## src/rtl/job_len_pkg.sv

```systemverilog
package job_len_pkg;
    typedef enum logic [1:0] {
        ST_IDLE = 2'd0,
        ST_RUN  = 2'd1,
        ST_SAVE = 2'd2
    } seq_state_t;

    localparam logic [1:0] SEL_PAY_LO = 2'd0;
    localparam logic [1:0] SEL_PAY_HI = 2'd1;
    localparam logic [1:0] SEL_AUTH   = 2'd2;
    localparam logic [1:0] SEL_STATUS = 2'd3;
endpackage

```

## src/rtl/job_len_regs.sv

```systemverilog
module job_len_regs
    import job_len_pkg::*;
#(
    parameter int DATA_W = 32,
    parameter int HI_W   = 29,
    localparam int PAY_W = DATA_W + HI_W
) (
    input  logic              clk,
    input  logic              rst_n,
    input  logic              wr_en,
    input  logic [1:0]        wr_sel,
    input  logic [DATA_W-1:0] wr_data,
    input  logic              ctx_open,
    input  logic              combined_mode,
    output logic              start_go,
    output logic [PAY_W-1:0]  start_pay,
    output logic [DATA_W-1:0] start_auth,
    output logic              start_comb
);
    logic [DATA_W-1:0] lo_q;
    logic [HI_W-1:0]   hi_q;
    logic [DATA_W-1:0] auth_q;
    logic              wr_ok;
    logic [PAY_W-1:0]  pay_now;
    logic [DATA_W-1:0] auth_now;

    generate
        if (HI_W < DATA_W) begin : g_hi_trim
            logic unused_hi_bits;
            assign unused_hi_bits = ^wr_data[DATA_W-1:HI_W];
        end
    endgenerate

    assign wr_ok = wr_en && ctx_open;

    always_ff @(posedge clk or negedge rst_n) begin
        if (!rst_n) begin
            lo_q   <= '0;
            hi_q   <= '0;
            auth_q <= '0;
        end else if (wr_ok) begin
            if (wr_sel == SEL_PAY_LO) lo_q   <= wr_data;
            if (wr_sel == SEL_PAY_HI) hi_q   <= wr_data[HI_W-1:0];
            if (wr_sel == SEL_AUTH)   auth_q <= wr_data;
        end
    end

    always_comb begin
        pay_now  = (wr_sel == SEL_PAY_HI) ? {wr_data[HI_W-1:0], lo_q} : {hi_q, lo_q};
        auth_now = (wr_sel == SEL_AUTH) ? wr_data : auth_q;
        start_comb = combined_mode;
        if (combined_mode) begin
            start_go   = wr_ok && (wr_sel == SEL_AUTH) && ((pay_now != '0) || (auth_now != '0));
            start_auth = auth_now;
        end else begin
            start_go   = wr_ok && (wr_sel == SEL_PAY_HI);
            start_auth = '0;
        end
        start_pay = pay_now;
    end
endmodule

```

## src/rtl/job_len_counters.sv

```systemverilog
module job_len_counters #(
    parameter int PAY_W     = 61,
    parameter int AUTH_W    = 32,
    parameter int BLK_BYTES = 16
) (
    input  logic              clk,
    input  logic              rst_n,
    input  logic              load,
    input  logic [PAY_W-1:0]  load_pay,
    input  logic [AUTH_W-1:0] load_auth,
    input  logic              dec,
    output logic [PAY_W-1:0]  pay_rem,
    output logic [AUTH_W-1:0] auth_rem,
    output logic              cnt_empty
);
    localparam logic [PAY_W-1:0]  BLK_P = PAY_W'(BLK_BYTES);
    localparam logic [AUTH_W-1:0] BLK_A = AUTH_W'(BLK_BYTES);

    always_ff @(posedge clk or negedge rst_n) begin
        if (!rst_n) begin
            pay_rem  <= '0;
            auth_rem <= '0;
        end else if (load) begin
            pay_rem  <= load_pay;
            auth_rem <= load_auth;
        end else if (dec) begin
            if (auth_rem != '0)
                auth_rem <= (auth_rem < BLK_A) ? '0 : auth_rem - BLK_A;
            else if (pay_rem != '0)
                pay_rem <= (pay_rem < BLK_P) ? '0 : pay_rem - BLK_P;
        end
    end

    assign cnt_empty = (pay_rem == '0) && (auth_rem == '0);


    no_wrap_chk: assert property (@(posedge clk) disable iff (!rst_n)
        dec && !load |=> (pay_rem <= $past(pay_rem)) && (auth_rem <= $past(auth_rem)));

    auth_first_chk: assert property (@(posedge clk) disable iff (!rst_n)
        dec && !load && (auth_rem != '0) |=> pay_rem == $past(pay_rem));
endmodule

```

## src/rtl/job_blk_stub.sv

```systemverilog
module job_blk_stub (
    input  logic clk,
    input  logic rst_n,
    input  logic accept,
    input  logic out_read,
    output logic in_full,
    output logic out_full
);
    logic move;
    assign move = in_full && !out_full;

    always_ff @(posedge clk or negedge rst_n) begin
        if (!rst_n) begin
            in_full  <= 1'b0;
            out_full <= 1'b0;
        end else begin
            if (accept)    in_full <= 1'b1;
            else if (move) in_full <= 1'b0;
            if (move)          out_full <= 1'b1;
            else if (out_read) out_full <= 1'b0;
        end
    end


    fill_on_accept_chk: assert property (@(posedge clk) disable iff (!rst_n)
        accept |=> in_full);

    out_hold_chk: assert property (@(posedge clk) disable iff (!rst_n)
        out_full && !out_read |=> out_full);
endmodule

```

## src/rtl/job_len_seq.sv

```systemverilog
module job_len_seq
    import job_len_pkg::*;
#(
    parameter int DATA_W    = 32,
    parameter int HI_W      = 29,
    parameter int BLK_BYTES = 16
) (
    input  logic                   clk,
    input  logic                   rst_n,
    input  logic                   wr_en,
    input  logic [1:0]             wr_sel,
    input  logic [DATA_W-1:0]      wr_data,
    input  logic [1:0]             rd_sel,
    output logic [DATA_W-1:0]      rd_data,
    input  logic                   combined_mode,
    input  logic                   save_ctx,
    input  logic                   ctx_read,
    input  logic                   blk_wr,
    output logic                   blk_accept,
    input  logic                   out_read,
    output logic                   job_start,
    output logic                   job_done,
    output logic [DATA_W+HI_W-1:0] pay_remain,
    output logic [DATA_W-1:0]      auth_remain,
    output logic                   in_ready,
    output logic                   out_ready,
    output logic                   ctx_ready,
    output logic                   save_ready
);
    localparam int PAY_W = DATA_W + HI_W;

    seq_state_t state_q, state_d;
    logic start_go, start_comb, cnt_empty, in_full, out_full;
    logic finish, start_q, done_q, save_q, endless_q;
    logic [PAY_W-1:0]  start_pay;
    logic [DATA_W-1:0] start_auth;

    job_len_regs #(.DATA_W(DATA_W), .HI_W(HI_W)) u_regs (
        .clk(clk), .rst_n(rst_n), .wr_en(wr_en), .wr_sel(wr_sel), .wr_data(wr_data),
        .ctx_open(state_q == ST_IDLE), .combined_mode(combined_mode),
        .start_go(start_go), .start_pay(start_pay), .start_auth(start_auth),
        .start_comb(start_comb)
    );

    job_len_counters #(.PAY_W(PAY_W), .AUTH_W(DATA_W), .BLK_BYTES(BLK_BYTES)) u_cnt (
        .clk(clk), .rst_n(rst_n), .load(start_go), .load_pay(start_pay),
        .load_auth(start_auth), .dec(blk_accept), .pay_rem(pay_remain),
        .auth_rem(auth_remain), .cnt_empty(cnt_empty)
    );

    job_blk_stub u_stub (
        .clk(clk), .rst_n(rst_n), .accept(blk_accept), .out_read(out_read),
        .in_full(in_full), .out_full(out_full)
    );

    assign finish = (state_q == ST_RUN) && !endless_q && cnt_empty && !in_full && !out_full;

    // next-state logic
    always_comb begin
        state_d = state_q;
        unique case (state_q)
            ST_IDLE: if (start_go) state_d = ST_RUN;
            ST_RUN:  if (finish)   state_d = save_q ? ST_SAVE : ST_IDLE;
            ST_SAVE: if (ctx_read) state_d = ST_IDLE;
            default: state_d = ST_IDLE;
        endcase
    end

    // state register
    always_ff @(posedge clk or negedge rst_n) begin
        if (!rst_n) state_q <= ST_IDLE;
        else        state_q <= state_d;
    end

    // registered outputs and job attributes
    always_ff @(posedge clk or negedge rst_n) begin
        if (!rst_n) begin
            start_q   <= 1'b0;
            done_q    <= 1'b0;
            save_q    <= 1'b0;
            endless_q <= 1'b0;
        end else begin
            start_q <= (state_q == ST_IDLE) && start_go;
            done_q  <= finish;
            if ((state_q == ST_IDLE) && start_go) begin
                save_q    <= save_ctx;
                endless_q <= !start_comb && (start_pay == '0);
            end
        end
    end

    always_comb begin
        job_start  = start_q;
        job_done   = done_q;
        ctx_ready  = (state_q == ST_IDLE);
        save_ready = (state_q == ST_SAVE);
        out_ready  = out_full;
        in_ready   = (state_q == ST_RUN) && !in_full && (endless_q || !cnt_empty);
        blk_accept = blk_wr && in_ready;
        rd_data    = '0;
        if (rd_sel == SEL_STATUS)
            rd_data[3:0] = {save_ready, ctx_ready, out_ready, in_ready};
    end


    endless_no_done_chk: assert property (@(posedge clk) disable iff (!rst_n)
        endless_q |-> !job_done);

    save_needs_req_chk: assert property (@(posedge clk) disable iff (!rst_n)
        save_ready |-> save_q);

    start_nonempty_chk: assert property (@(posedge clk) disable iff (!rst_n)
        job_start |-> (endless_q || (pay_remain != '0) || (auth_remain != '0)));

    accept_space_chk: assert property (@(posedge clk) disable iff (!rst_n)
        blk_accept |-> !in_full);

    done_drained_chk: assert property (@(posedge clk) disable iff (!rst_n)
        job_done |-> (pay_remain == '0) && (auth_remain == '0) && !out_ready);
endmodule

```

## config.mk

```make
export PLATFORM = sky130hd
export DESIGN_NAME = job_len_seq
export DESIGN_NICKNAME = d
export VERILOG_FILES = /design/src/rtl/job_len_pkg.sv /design/src/rtl/job_len_regs.sv /design/src/rtl/job_len_counters.sv /design/src/rtl/job_blk_stub.sv /design/src/rtl/job_len_seq.sv
export SDC_FILE = /design/constraint.sdc
export NUM_CORES = 1
export LEC_CHECK = 0
export BUFFER_PORTS_ARGS = -buffer_cell sky130_fd_sc_hd__buf_2
export CAP_MARGIN = 20
export CORE_UTILIZATION = 30
export CTS_CLUSTER_SIZE = 24
export DETAILED_ROUTE_END_ITERATION = 16
export PLACE_DENSITY_LB_ADDON = 0.2
export SYNTH_ARGS = -nofsm -noshare
export SYNTH_HDL_FRONTEND = slang
export SYNTH_SLANG_ARGS = --single-unit
export TNS_END_PERCENT = 100
```

## constraint.sdc

```tcl
create_clock -name clk -period 5.4 [get_ports clk]
set_input_delay 0.27 -clock clk [delete_from_list [all_inputs] [get_ports clk]]
set_output_delay 0.27 -clock clk [all_outputs]
set_load 0.005 [all_outputs]
```

==> impl_metrics.ini <==
[cts]
root_buffer = clkbuf_16
clkLatencyLatePin_ps = 440
path_clk_slew_ps = 70
cts_max_path_buffers = 2
cts-htree-levels = 4
cts_tree = done
post_cts_buffers = 0
clock-sinks = 186
cts_made_buffers = 17
cts_resized = 0

[drt]
ant_nets = 0
drc_errors = 0
finalWirelength_um = 37900
vias_per_cell = 5.58
drt_iter0_drc = 806
dr.pass1.iters = 5
wl_per_cell_um = 22.5
num_vias = 9389

[setup_path]
reg2reg_to = u_cnt.pay_rem[54]$_DFFE_PN0P_
cp_max_fo = 7
critPathLaunchType = flip-flop
slowest_stage = nor4_1
reg2regPathDepth = 7
cp_top_family = simple AND/OR/NAND/NOR gates
critPathKind = flip-flop to primary output
critPathBufInv = 1
worst_ep_arrival_time_ps = 3750
crit_chain = nor4_1 > nand4_1 > nor4_1 > nand2_1 > nor3_1 > nor3_1 > and2_1 > buf_2
r2r_start = u_cnt.pay_rem[51]$_DFFE_PN0P_
cpPeakStageDelay_ps = 740
ff2ff_setup_slack_ps = 1460
end_kind = primary output
worst_ep_required_time_ps = 5130

[power_and_ir_drop]
p_leak_nw = 5.11
power_density_nw_per_um2 = 436
p_total_mw = 5.25
peakVddDrop_uv = 232

[timing]
timing.final.crit_share_pct = 74.4
setup_viol = 0
rsz0062_at_grt = no
min_period_ps = 4020
fin_tns_setup_ps = 0
hold_viol = 0
tightest_slew_ps = 992
fin_skew_ps = 14.4
relSlewSlack_pct = 33.6
slew_viol_final = 0
fmax_mhz = 249

[worst_hold_path]
min_from = ctx_read
worstHoldPathType = primary input to flip-flop
holdPathStages = 2
hold-path-endpoint = state_q[1]$_DFFE_PN0P_

[outcome]
status = complete, no violations

[synthesis]
synth_ff_type = dfrtp_1
async_flop_share_pct = 100
syn_area_um2 = 10400
synth_edf_count = 0
synth_compound_area_share_pct = 14.6
ys.warnings.count = 0
synth-xor-area-share_pct = 0
syn_inst = 1103
synth_mux_area_share_pct = 12.2
synth.avg_cell_area_um2 = 9.44
synth-seq-cells = 186
ys_seq_area_share_pct = 44.7
synth_top_family_by_area = simple AND/OR/NAND/NOR gates
synth-simple-area-share_pct = 22.6
ys_types = 75
synthAdderAreaFrac_pct = 0.481

[die]
ios = 176
die_area_um2 = 35500
core-area_um2 = 33900
rows = 67
die_w_um = 188
start_util_pct = 30.7
fp.dieH_um = 188

[global_route]
overflow = 0
grt_pass1_wl_um = 57400
grt_max_degree = 77
grt_usage_pct = 21.4
grt_pass1_vias = 8851
antenna_found_initial = 0

[placement]
port-buffer-count = 147
gp_congestion = 0.846
place_hpwl_um = 27100

[final_layout]
final_nets = 1269
antenna_cells = 0
area_growth_pct = 15.8
nFillCells = 3534
layout-drive-gt1-share_pct = 25.7

[run]
maxCapViolCount = 0
-- Yosys cell counts, types with 3 or more instances --
library cell | number | area share [%]
mux2i_1 | 29 | 2.8
nand2b_1 | 12 | 0.72
or2_2 | 3 | 0.18
nand3_1 | 33 | 1.6
buf_6 | 6 | 0.65
or3_1 | 16 | 0.96
a21oi_1 | 52 | 2.5
nor2_1 | 84 | 3.0
nor4_2 | 3 | 0.36
o21ai_1 | 8 | 0.38
o22ai_1 | 7 | 0.42
nor3_1 | 33 | 1.6
a22oi_1 | 3 | 0.22
a221o_1 | 3 | 0.29
nor4_1 | 58 | 3.5
and3_1 | 13 | 0.78
a211oi_1 | 5 | 0.36
o21ai_0 | 49 | 2.4
buf_2 | 10 | 0.48
dfrtp_1 | 186 | 45
buf_1 | 10 | 0.36
and2_1 | 8 | 0.48
ha_1 | 4 | 0.48
o31ai_1 | 3 | 0.22
nor3b_1 | 3 | 0.22
o2bb2ai_1 | 6 | 0.50
buf_4 | 29 | 2.1
or4_1 | 10 | 0.72
a31o_2 | 4 | 0.34
a221oi_1 | 6 | 0.50
nand2_1 | 149 | 5.4
o211ai_1 | 11 | 0.79
or4_4 | 3 | 0.32
nand4_1 | 12 | 0.72
and4_1 | 3 | 0.25
clkbuf_1 | 40 | 1.4
o311ai_0 | 6 | 0.50
mux2_2 | 87 | 9.4
o41ai_1 | 3 | 0.25
a31oi_1 | 33 | 2.0
inv_1 | 9 | 0.32
a22o_1 | 6 | 0.50
-- worst reg2reg max path, delay by kind of cell, from the launching register on --
kind / cells / cell delay, ps
simple gates: 4 / 2050
compound gates: 3 / 1320
flops: 1 / 420
-- worst max-delay path by stage --
stage / startpoint / depth (start not counted) / slack [ps] / to
2_1_floorplan: u_cnt.pay_rem[29]$_DFFE_PN0P_ / 10 / 2560 / u_cnt.pay_rem[58]$_DFFE_PN0P_
3_3_place_gp: u_cnt.pay_rem[51]$_DFFE_PN0P_ / 7 / 1570 / u_cnt.pay_rem[54]$_DFFE_PN0P_
3_5_place_dp: u_cnt.pay_rem[51]$_DFFE_PN0P_ / 7 / 1430 / u_cnt.pay_rem[54]$_DFFE_PN0P_
4_1_cts: u_cnt.pay_rem[19]$_DFFE_PN0P_ / 8 / 1360 / blk_accept
5_1_grt: u_cnt.pay_rem[19]$_DFFE_PN0P_ / 8 / 1040 / blk_accept
6_report: u_cnt.pay_rem[19]$_DFFE_PN0P_ / 8 / 1380 / blk_accept
-- timing repair --
action	4_1_cts	5_1_grt
endpoints found under the setup margin	0	0
hold buffers	2	0
hold endpoints to repair	75	0
-- state kept, by name (all words and copies together), names as in the netlist --
signal / count
endless_q: 1
job_done: 1
job_start: 1
save_q: 1
state_q: 2
u_cnt.auth_rem: 32
u_cnt.pay_rem: 61
u_regs.auth_q: 24
u_regs.hi_q: 29
u_regs.lo_q: 32
u_stub.in_full: 1
u_stub.out_full: 1
-- cells in the final DEF, fill, tap and decap left out, types with 12 or more instances in the layout --
master,count
clkbuf_16,17
nand4_1,12
nand3_1,33
mux2i_1,29
nand2b_1,12
mux2_2,87
a31oi_1,32
dfrtp_1,186
buf_2,146
nor4_1,58
nand2_1,149
nor2_1,83
conb_1,28
and3_1,13
o21ai_0,49
buf_4,17
or3_1,16
a21oi_1,52
nor3_1,33
-- through the flow --
| stage | hold slack, ps | cells | setup slack [ps] | area, um^2 | utilization [%] |
|---|---|---|---|---|---|
| 6_report | 13.7 | 1682 | 1380 | 12100 | 35.6 |
| 5_1_grt | 18.8 | 1682 | 1040 | 12100 | 35.6 |
| 4_1_cts | 0.210 | 1681 | 1360 | 12000 | 35.5 |
| 3_5_place_dp | 358 | 1647 | 1430 | 11500 | 33.8 |
| 3_3_place_gp | 365 | 1647 | 1570 | 11500 | 33.8 |
| 2_1_floorplan | -25.6 | 1130 | 2560 | 10500 | - |
-- kinds of logic (layout without fill, tap and decap cells) --
group           count (synthesis)  after routing
compound gates                232            232
fa+ha+maj                       4              4
buf+inv                       105            209
flops                         186            186
mux                           116            116
other cells                     1             28
simple gates                  459            459
-- cell type report --
| cell class | instances | area, um^2 | area share (%) |
|---|---|---|---|
| well taps | 448 | 561 | 4.65 |
| clock inverters | 14 | 120 | 0.996 |
| repair buffers | 167 | 920 | 7.63 |
| flip-flops and latches | 186 | 4650 | 38.6 |
| multi-input cells | 839 | 5330 | 44.2 |
| clock buffers | 18 | 439 | 3.64 |
| inverters | 10 | 37.5 | 0.311 |
-- per-layer routing --
layer / global-route usage, % / wire [um] / part of all wire [%]
met4: 6.95 / 965 / 2.5
met5: 0 / 0 / 0
met2: 31.8 / 16600 / 44
met1: 31.1 / 18000 / 48
met3: 3.99 / 2390 / 6.3
-- power breakdown --
part	internal, mW	total, mW	switching [mW]
combinational	0.740	1.55	0.811
clock	0.649	1.23	0.583
sequential	1.88	2.47	0.594
total	3.27	5.25	1.99
Power figures use the tool's default switching activity.
